--- config.mk ---
export PLATFORM = sky130hd
export DESIGN_NAME = cmp_timer_chan
export DESIGN_NICKNAME = d
export VERILOG_FILES = /design/src/rtl/tmr_pkg.sv /design/src/rtl/tmr_prescale.sv /design/src/rtl/tmr_compare.sv /design/src/rtl/cmp_timer_chan.sv
export SDC_FILE = /design/constraint.sdc
export NUM_CORES = 1
export LEC_CHECK = 0
export BUFFER_PORTS_ARGS = -buffer_cell sky130_fd_sc_hd__clkbuf_2
export CORE_MARGIN = 5
export CORE_UTILIZATION = 55
export DETAILED_ROUTE_END_ITERATION = 10
export GPL_TIMING_DRIVEN = 1
export MAX_ROUTING_LAYER = met4
export PLACE_DENSITY = 0.74
export SLEW_MARGIN = 30
export SYNTH_ARGS = -nofsm -noshare
export SYNTH_HDL_FRONTEND = slang
export SYNTH_HIERARCHICAL = 1
export SYNTH_SLANG_ARGS = --single-unit
--- constraint.sdc ---
create_clock -name clk -period 2.8 [get_ports clk]
set_input_delay 0.28 -clock clk [delete_from_list [all_inputs] [get_ports clk]]
set_output_delay 0.28 -clock clk [all_outputs]
set_load 0.02 [all_outputs]
--- src/rtl/tmr_pkg.sv ---
package tmr_pkg;
    localparam int TMR_W  = 16;
    localparam int NCMP   = 2;
    localparam int DIV_W  = 4;
    localparam int CMP_WD = 1;

    typedef enum logic [1:0] {
        CM_OFF = 2'd0,
        CM_EQ  = 2'd1,
        CM_GE  = 2'd2,
        CM_EVT = 2'd3
    } cmp_mode_e;

    // word index = byte address >> 1
    localparam logic [2:0] RI_CMP1  = 3'd0;
    localparam logic [2:0] RI_CMP2  = 3'd1;
    localparam logic [2:0] RI_CNT   = 3'd2;
    localparam logic [2:0] RI_SETUP = 3'd3;
    localparam logic [2:0] RI_CTL   = 3'd4;

    localparam int SB_CLKSEL = 4;
    localparam int SB_REV    = 5;
    localparam int SB_MODE   = 6;
    localparam int SB_STOP   = 11;
    localparam int SB_LOCK   = 12;
    localparam int SB_FLAG   = 13;
    localparam int SB_RUN    = 15;
endpackage

--- src/rtl/tmr_prescale.sv ---
module tmr_prescale #(
    parameter int SEL_W = 4
) (
    input  logic             clk,
    input  logic             rst_n,
    input  logic             run,
    input  logic             src,
    input  logic [SEL_W-1:0] sel,
    output logic             tick
);
    localparam int PRE_W = (1 << SEL_W) - 1;

    logic [PRE_W-1:0] pre_d, pre_q, mask;

    always_comb begin
        for (int b = 0; b < PRE_W; b++) begin
            mask[b] = (b < int'(sel));
        end
        tick = run && src && ((pre_q & mask) == mask);
        if (!run) begin
            pre_d = '0;
        end else if (src) begin
            pre_d = pre_q + 1'b1;
        end else begin
            pre_d = pre_q;
        end
    end

    always_ff @(posedge clk or negedge rst_n) begin
        if (!rst_n) begin
            pre_q <= '0;
        end else begin
            pre_q <= pre_d;
        end
    end
endmodule

--- src/rtl/tmr_compare.sv ---
module tmr_compare
    import tmr_pkg::*;
#(
    parameter int W = 16
) (
    input  logic [W-1:0] cnt,
    input  logic [W-1:0] cmp,
    input  cmp_mode_e    mode,
    input  logic         down,
    output logic         hit
);
    logic eq, term;

    always_comb begin
        eq   = (cnt == cmp);
        term = down ? (cnt == '0) : (cnt == '1);
        unique case (mode)
            CM_OFF:  hit = 1'b0;
            CM_EQ:   hit = eq;
            CM_GE:   hit = (cnt >= cmp);
            CM_EVT:  hit = eq || term;
            default: hit = 1'b0;
        endcase
    end
endmodule

--- src/rtl/cmp_timer_chan.sv ---
module cmp_timer_chan
    import tmr_pkg::*;
#(
    parameter int ADDR_W = 4
) (
    input  logic              clk,
    input  logic              rst_n,
    input  logic              slow_tick,
    input  logic [ADDR_W-1:0] bus_addr,
    input  logic              bus_we,
    input  logic [TMR_W-1:0]  bus_wdata,
    output logic [TMR_W-1:0]  bus_rdata,
    output logic              irq,
    output logic              reset_req
);
    localparam int W   = TMR_W;
    localparam int IXW = ADDR_W - 1;

    typedef struct packed {
        logic [NCMP-1:0][W-1:0] cmp;
        logic [W-1:0]           cnt;
        logic [DIV_W-1:0]       div;
        logic                   clk_sel;
        logic                   rev;
        logic                   stop_en;
        logic                   locked;
        logic                   run;
        logic [NCMP-1:0][1:0]   mode;
        logic [NCMP-1:0]        flag;
        logic [NCMP-1:0]        irq_en;
        logic                   rst_en;
    } st_t;

    st_t st_d, st_q;

    logic [IXW-1:0]  widx;
    logic            wr_setup, wr_cnt, wr_ctl;
    logic [NCMP-1:0] wr_cmp;
    logic [NCMP-1:0] hit;
    logic            tick;
    logic [W-1:0]    setup_rd, ctl_rd;

    tmr_prescale #(.SEL_W(DIV_W)) u_pre (
        .clk   (clk),
        .rst_n (rst_n),
        .run   (st_q.run),
        .src   (st_q.clk_sel ? slow_tick : 1'b1),
        .sel   (st_q.div),
        .tick  (tick)
    );

    for (genvar g = 0; g < NCMP; g++) begin : g_cmp
        tmr_compare #(.W(W)) u_cmp (
            .cnt  (st_q.cnt),
            .cmp  (st_q.cmp[g]),
            .mode (cmp_mode_e'(st_q.mode[g])),
            .down (st_q.rev),
            .hit  (hit[g])
        );
    end

    always_comb begin
        widx     = bus_addr[ADDR_W-1:1];
        wr_setup = bus_we && (widx == IXW'(RI_SETUP));
        wr_cnt   = bus_we && (widx == IXW'(RI_CNT));
        wr_ctl   = bus_we && (widx == IXW'(RI_CTL));
        wr_cmp[0] = bus_we && (widx == IXW'(RI_CMP1));
        wr_cmp[1] = bus_we && (widx == IXW'(RI_CMP2));

        setup_rd = {st_q.run, st_q.flag, st_q.locked, st_q.stop_en, 1'b0,
                    st_q.mode, st_q.rev, st_q.clk_sel, st_q.div};
        ctl_rd   = {{(W-NCMP-1){1'b0}}, st_q.rst_en, st_q.irq_en};

        unique case (widx)
            IXW'(RI_CMP1):  bus_rdata = st_q.cmp[0];
            IXW'(RI_CMP2):  bus_rdata = st_q.cmp[1];
            IXW'(RI_CNT):   bus_rdata = st_q.cnt;
            IXW'(RI_SETUP): bus_rdata = setup_rd;
            IXW'(RI_CTL):   bus_rdata = ctl_rd;
            default:        bus_rdata = '0;
        endcase

        irq       = |(st_q.flag & st_q.irq_en);
        reset_req = st_q.flag[CMP_WD] && st_q.rst_en;
    end

    always_comb begin
        st_d = st_q;

        // setup word: configuration frozen after the first write
        if (wr_setup) begin
            if (!st_q.locked) begin
                st_d.div     = bus_wdata[DIV_W-1:0];
                st_d.clk_sel = bus_wdata[SB_CLKSEL];
                st_d.rev     = bus_wdata[SB_REV];
                for (int m = 0; m < NCMP; m++) begin
                    st_d.mode[m] = bus_wdata[SB_MODE + 2*m +: 2];
                end
                st_d.stop_en = bus_wdata[SB_STOP];
                st_d.locked  = 1'b1;
            end
            st_d.run  = bus_wdata[SB_RUN];
            st_d.flag = st_q.flag & ~bus_wdata[SB_FLAG +: NCMP];
        end

        // prescaled tick: flags, then counter step / wrap / stop
        if (tick) begin
            st_d.flag = st_d.flag | hit;
            if (hit[CMP_WD]) begin
                if (st_q.stop_en) begin
                    st_d.run = 1'b0;
                end else begin
                    st_d.cnt = '0;
                end
            end else if (st_q.rev) begin
                st_d.cnt = st_q.cnt - 1'b1;
            end else begin
                st_d.cnt = st_q.cnt + 1'b1;
            end
        end

        if (wr_cnt) begin
            st_d.cnt = bus_wdata;
        end
        for (int c = 0; c < NCMP; c++) begin
            if (wr_cmp[c]) begin
                st_d.cmp[c] = bus_wdata;
            end
        end
        if (wr_ctl) begin
            st_d.irq_en = bus_wdata[NCMP-1:0];
            st_d.rst_en = bus_wdata[NCMP];
        end
    end

    always_ff @(posedge clk or negedge rst_n) begin
        if (!rst_n) begin
            st_q <= '0;
        end else begin
            st_q <= st_d;
        end
    end
endmodule

* After elaboration in Yosys (flattened, before gate mapping)
Cells that the tools add are included.
** Storage, ports and cells
- Input port bits :: 24
- Output and inout bits :: 18
- Bits in registers :: 81
** Cells by class
- Magnitude comparators :: 17
- Reduce and logical (&&, ||, !) cells :: 18
- Eq/ne operators :: 16
- Muxes and demuxes :: 18
- Bitwise logic cells :: 6
- Add/sub/neg operators :: 3
** Operators with widths (count)
- $mux 16 :: 5
- $pmux 16 s5 :: 1
- $eq 16x16->1 :: 2
- $ge 16x16->1 :: 2
- $mux 15 :: 2
- $lt 4x4->1 const A :: 7
- $add 16x1->16 const B :: 1
- $eq 16x16->1 const B :: 1
- $logic_not 16->1 :: 1
- $lt 3x4->1 const A :: 4
- $sub 16x1->16 const B :: 1
- $add 15x1->15 const B :: 1
- $and 15x15->15 :: 1
- $eq 15x15->1 :: 1
- $eq 2x2->1 const B :: 4
- $logic_and 1x1->1 :: 8
- $lt 1x4->1 const A :: 2
- $lt 2x4->1 const A :: 2
- $pmux 1 s4 :: 2
- $mux 7 :: 1
- $eq 3x2->1 const B :: 2
- $mux 1 :: 5
- $and 2x2->2 :: 2
- $eq 2x1->1 const B :: 2
- 15 further kinds :: 18

* Logic depth before layout (Yosys ltp)
- Depth in word-level cells :: 7
- Mapped depth :: 11
- Gate-level depth less buffers :: 11

* Modules after synthesis
Netlist, hierarchy kept.
** Modules (own cells, without submodules)
- cmp_timer_chan :: sequential area each 1651.6 um^2, times used 1, area an instance 3843.7 um^2, cells an instance 332
- tmr_compare :: sequential area each 0.0 um^2, times used 2, area an instance 533.0 um^2, cells an instance 73
- tmr_prescale :: sequential area each 375.4 um^2, times used 1, area an instance 903.4 um^2, cells an instance 95

* Least setup slack after synthesis
OpenSTA, ideal clock, no wires.
- Kind :: register to register
- Start :: register st_q[32] (netlist name)
- End :: register st_q[25] (netlist name)
- Arrival :: 2473 ps
- Cell stages (with the launch flop) :: 11
- Required time :: 2717 ps
- Path buffers :: 1
- Setup time :: 83 ps
- Clock period less this slack :: 2555 ps
- Path slack :: 245 ps
- Cells stage by stage :: dfrtp_1 > ha_1 > nand4_2 > nor4_2 > a41oi_1 > a22oi_1 > nand2_1 > a21oi_1 > buf_2 > a22oi_1 > o21ai_0
** On the way
- Cells in the longest elaborated chain, start to end :: 7
** Ends and longest elaborated chain
- from (decl) :: RTL line cmp_timer_chan.sv:34 : st_t st_d, st_q;
- from (signal assigned) :: RTL line cmp_timer_chan.sv:140 : st_q <= st_d;
- branches (longest 3 deep; another with $ge 16x16->1)
- $pmux 1 s4 (*) :: RTL line tmr_compare.sv:17 : unique case (mode)
- named net hit[1] :: RTL line cmp_timer_chan.sv:39 : logic [NCMP-1:0] hit;
- $mux 16 :: RTL line cmp_timer_chan.sv:109 : if (hit[CMP_WD]) begin
- $mux 16 :: RTL line cmp_timer_chan.sv:107 : if (tick) begin
- $mux 16 :: RTL line cmp_timer_chan.sv:122 : if (wr_cnt) begin
Mark *: on every way through the listed nets, which the timed path passes. The select of a mux whose other input is x is not followed.
A chain may end at the register's enable or synchronous reset.

* Worst setup path after layout
- Start :: register st_q[21] (netlist name)
- End :: register st_q[33] (netlist name)
Same word-level chain as after synthesis.

==> flow_summary.toml <==
[synth]
synth_area_sq_um = 5810
yosys_warnings = 6
synth_top_area_share = 0.349
synthFlopType = "dfrtp_1"
syn_area_per_cell_sq_um = 10.1
synthTopCellsByArea = "dfrtp_1 (35%), ha_1 (10%), mux2_2 (8.7%)"
netlist_instances = 573
ys_top_cells_by_count = "dfrtp_1 (81), ha_1 (47), inv_1 (47)"
ys_seq_area_frac = 0.349
ys_seq_elements = 81
ys_async_sr_fraction = 1.00
yosys.area.top_type = "dfrtp_1"
synth_edf_count = 0
synthDistinctLibCells = 65
synth.net_count = 645
yosysMostFrequentCell = "dfrtp_1"

[cts]
clk_pin_slew_ns = 0.09
cts-htree-levels = 3
root_buffer = "clkbuf_8"
cts_tree = "yes"
cts_buffers = 9
cts_buffer_depth = 2
clock_sinks = 81
clk_latency_ns = 0.36
post-cts-setup-buffers = 0

[sta]
post-route-min-period_ns = 2.62
slew_headroom = 0.505
final_hold_viol_count = 0
post-route-period-util = 0.934
slew_viol_final = 0
fin_worst_skew_ns = 0.0121
tightest_slew_ns = 0.742
max_freq_mhz = 382
holdWs_ns = 0.201
grt_setup_unrepaired = "false"
setup_viol = 0
fin_setup_tns_ns = 0

[routing]
drtIter0Drc = 360
drcViolationCount = 0
drtAntennaViolNets = 0
wl_per_cell_microns = 19.4
wirelength_mm = 15.1
vias = 4830
firstDrtPassIters = 6
vias_per_cell = 6.18

[finish]
area_delta_synth_final_pct = 12.5
drive_gt1_frac = 0.264
antenna_cells = 0
fillers = 820
stdcell_count = 781
fin_nets = 713

[setup_path]
crit-reg2reg-launch = "st_q[21]"
ff2ff_setup_slack_ns = 0.18
slowest_stage = "or3b_1"
worstPathArrival_ns = 2.92
path_class = "reg -> reg"
critical_path_peak_fanout = 8
r2r-end = "st_q[33]"
max_stage_delay_ns = 0.47
crit_path_cell_trace = "ha_1, and3_1, a221o_1, a22oi_1, a22oi_2, or3b_1, buf_4, nor2_1, mux2i_1, nand2_1"
r2r_cells = 10
crit_path_end_kind = "flop"
required_ns = 3.10
cp-start-kind = "flop"

[hold_path]
min_to = "setup_rd[5]"
hold_path_class = "in -> reg"
hold_path_startpoint = "bus_wdata[5]"
holdPathStages = 3

[die]
die_w_microns = 113
core_sq_um = 10300
start_util = 0.563
die-area_sq_um = 12700
rows = 37
die_y_microns = 113
ios = 42

[global_routing]
overflow = 0
grt_antenna_before_repair = 0
grt_max_degree = 82
grt_pass1_wl_mm = 25.2
grtUsageTotal = 0.253
grt_pass1_vias = 5036

[power]
p_leak_nw = 2.99
p_per_area_nw_per_um2 = 927
ir_drop_mv = 0.515

[place]
dp_cells = 765
place_congestion = 0.914
io_buffers = 40
dpl.hpwl_mm = 11.6

[run]
max_cap_viol_count = 0

[status]
outcome = "finished clean"
-- worst max-delay path, delay by kind of cell, from the launching register on --
| family | cells | cell delay, ns |
|---|---|---|
| multiplexers | 1 | 0.08 |
| AO/OA/AOI/OAI | 3 | 0.73 |
| adder cells (fa/ha/maj) | 1 | 0.32 |
| AND/OR/NAND/NOR | 4 | 0.86 |
| flip-flops | 1 | 0.39 |
| buffers and inverters | 1 | 0.19 |
-- area by class of cell --
cell class	instances	area, sq um	area share
clock buffer	11	141	0.0216
clock inverter	4	28.8	0.00440
inverter	48	180	0.0276
multi-input combinational	427	3520	0.539
sequential	81	2030	0.310
tap	136	170	0.0260
timing repair buffer	74	464	0.0710
-- logic make-up (layout without fill, tap and decap cells) --
kind of cell,after synthesis,count (layout),share of synthesized area
xor+xnor,26,26,0.0392
buf+inv,65,137,0.0476
mux,66,66,0.151
simple gates,166,166,0.170
compound gates,121,121,0.138
flops,81,81,0.349
fa+ha+maj,48,48,0.105
-- worst max path at each step --
stage,from,end,slack [ns],depth (start not counted)
floorplan,st_q[32],st_q[25],0.24,10
global placement,slow_tick,st_q[33],0.25,11
detailed placement,slow_tick,st_q[33],0.19,11
CTS,setup_rd[3],st_q[33],0.11,11
global route,setup_rd[4],st_q[33],0.01,10
finish,st_q[21],st_q[33],0.18,10
-- layout by cell type (no fill, tap or decap), types with 8 or more instances in the layout --
cell       n
mux2_2    45
nor2b_1   18
inv_1     47
buf_4     33
mux4_2    13
nand2_1   35
and2_1    14
nor2_1    24
xor2_1    11
ha_1      47
a22oi_1   18
xnor2_1   15
nand4_1   11
o21ai_0   30
dfrtp_1   80
clkbuf_2  39
nand3_1   11
a21oi_1   23
nand2b_1   8
clkbuf_8  10
mux2i_1    8
-- sequential cells by signal (all words and copies together), names as in the netlist --
name and flops:
st_q 48, u_pre/pre_q 15, setup_rd 15, ctl_rd 3
-- through the flow --
step	cell area, sq um	utilization	setup slack [ns]	power, W
after floorplan	5810	-	0.245	0.00417
after global placement	6340	0.614	0.247	0.00510
after detailed placement	6340	0.614	0.193	0.00523
after CTS	6520	0.632	0.114	0.00602
after global routing	6540	0.633	0.0117	0.00653
final	6540	0.633	0.185	0.00606
-- routing by layer --
metal,track usage,vias to the layer above,part of all wire
met5,-,-,0
met4,0.0801,0,0.022
li1,-,2246,-
met1,0.338,2402,0.43
met2,0.401,156,0.49
met3,0.0358,26,0.059
-- report_power, final --
group          switching (W)  internal, W  total, W
clock               0.000427     0.000343  0.000770
combinational        0.00195      0.00154   0.00349
sequential          0.000328      0.00147   0.00180
total                0.00271      0.00335   0.00606
-- what timing repair did --
action                                 CTS  global route
gates resized for setup                  0             4
setup endpoints to repair                0            16
hold buffers                             1             0
endpoints found under the hold margin   14             0
Power figures use the tool's default switching activity.
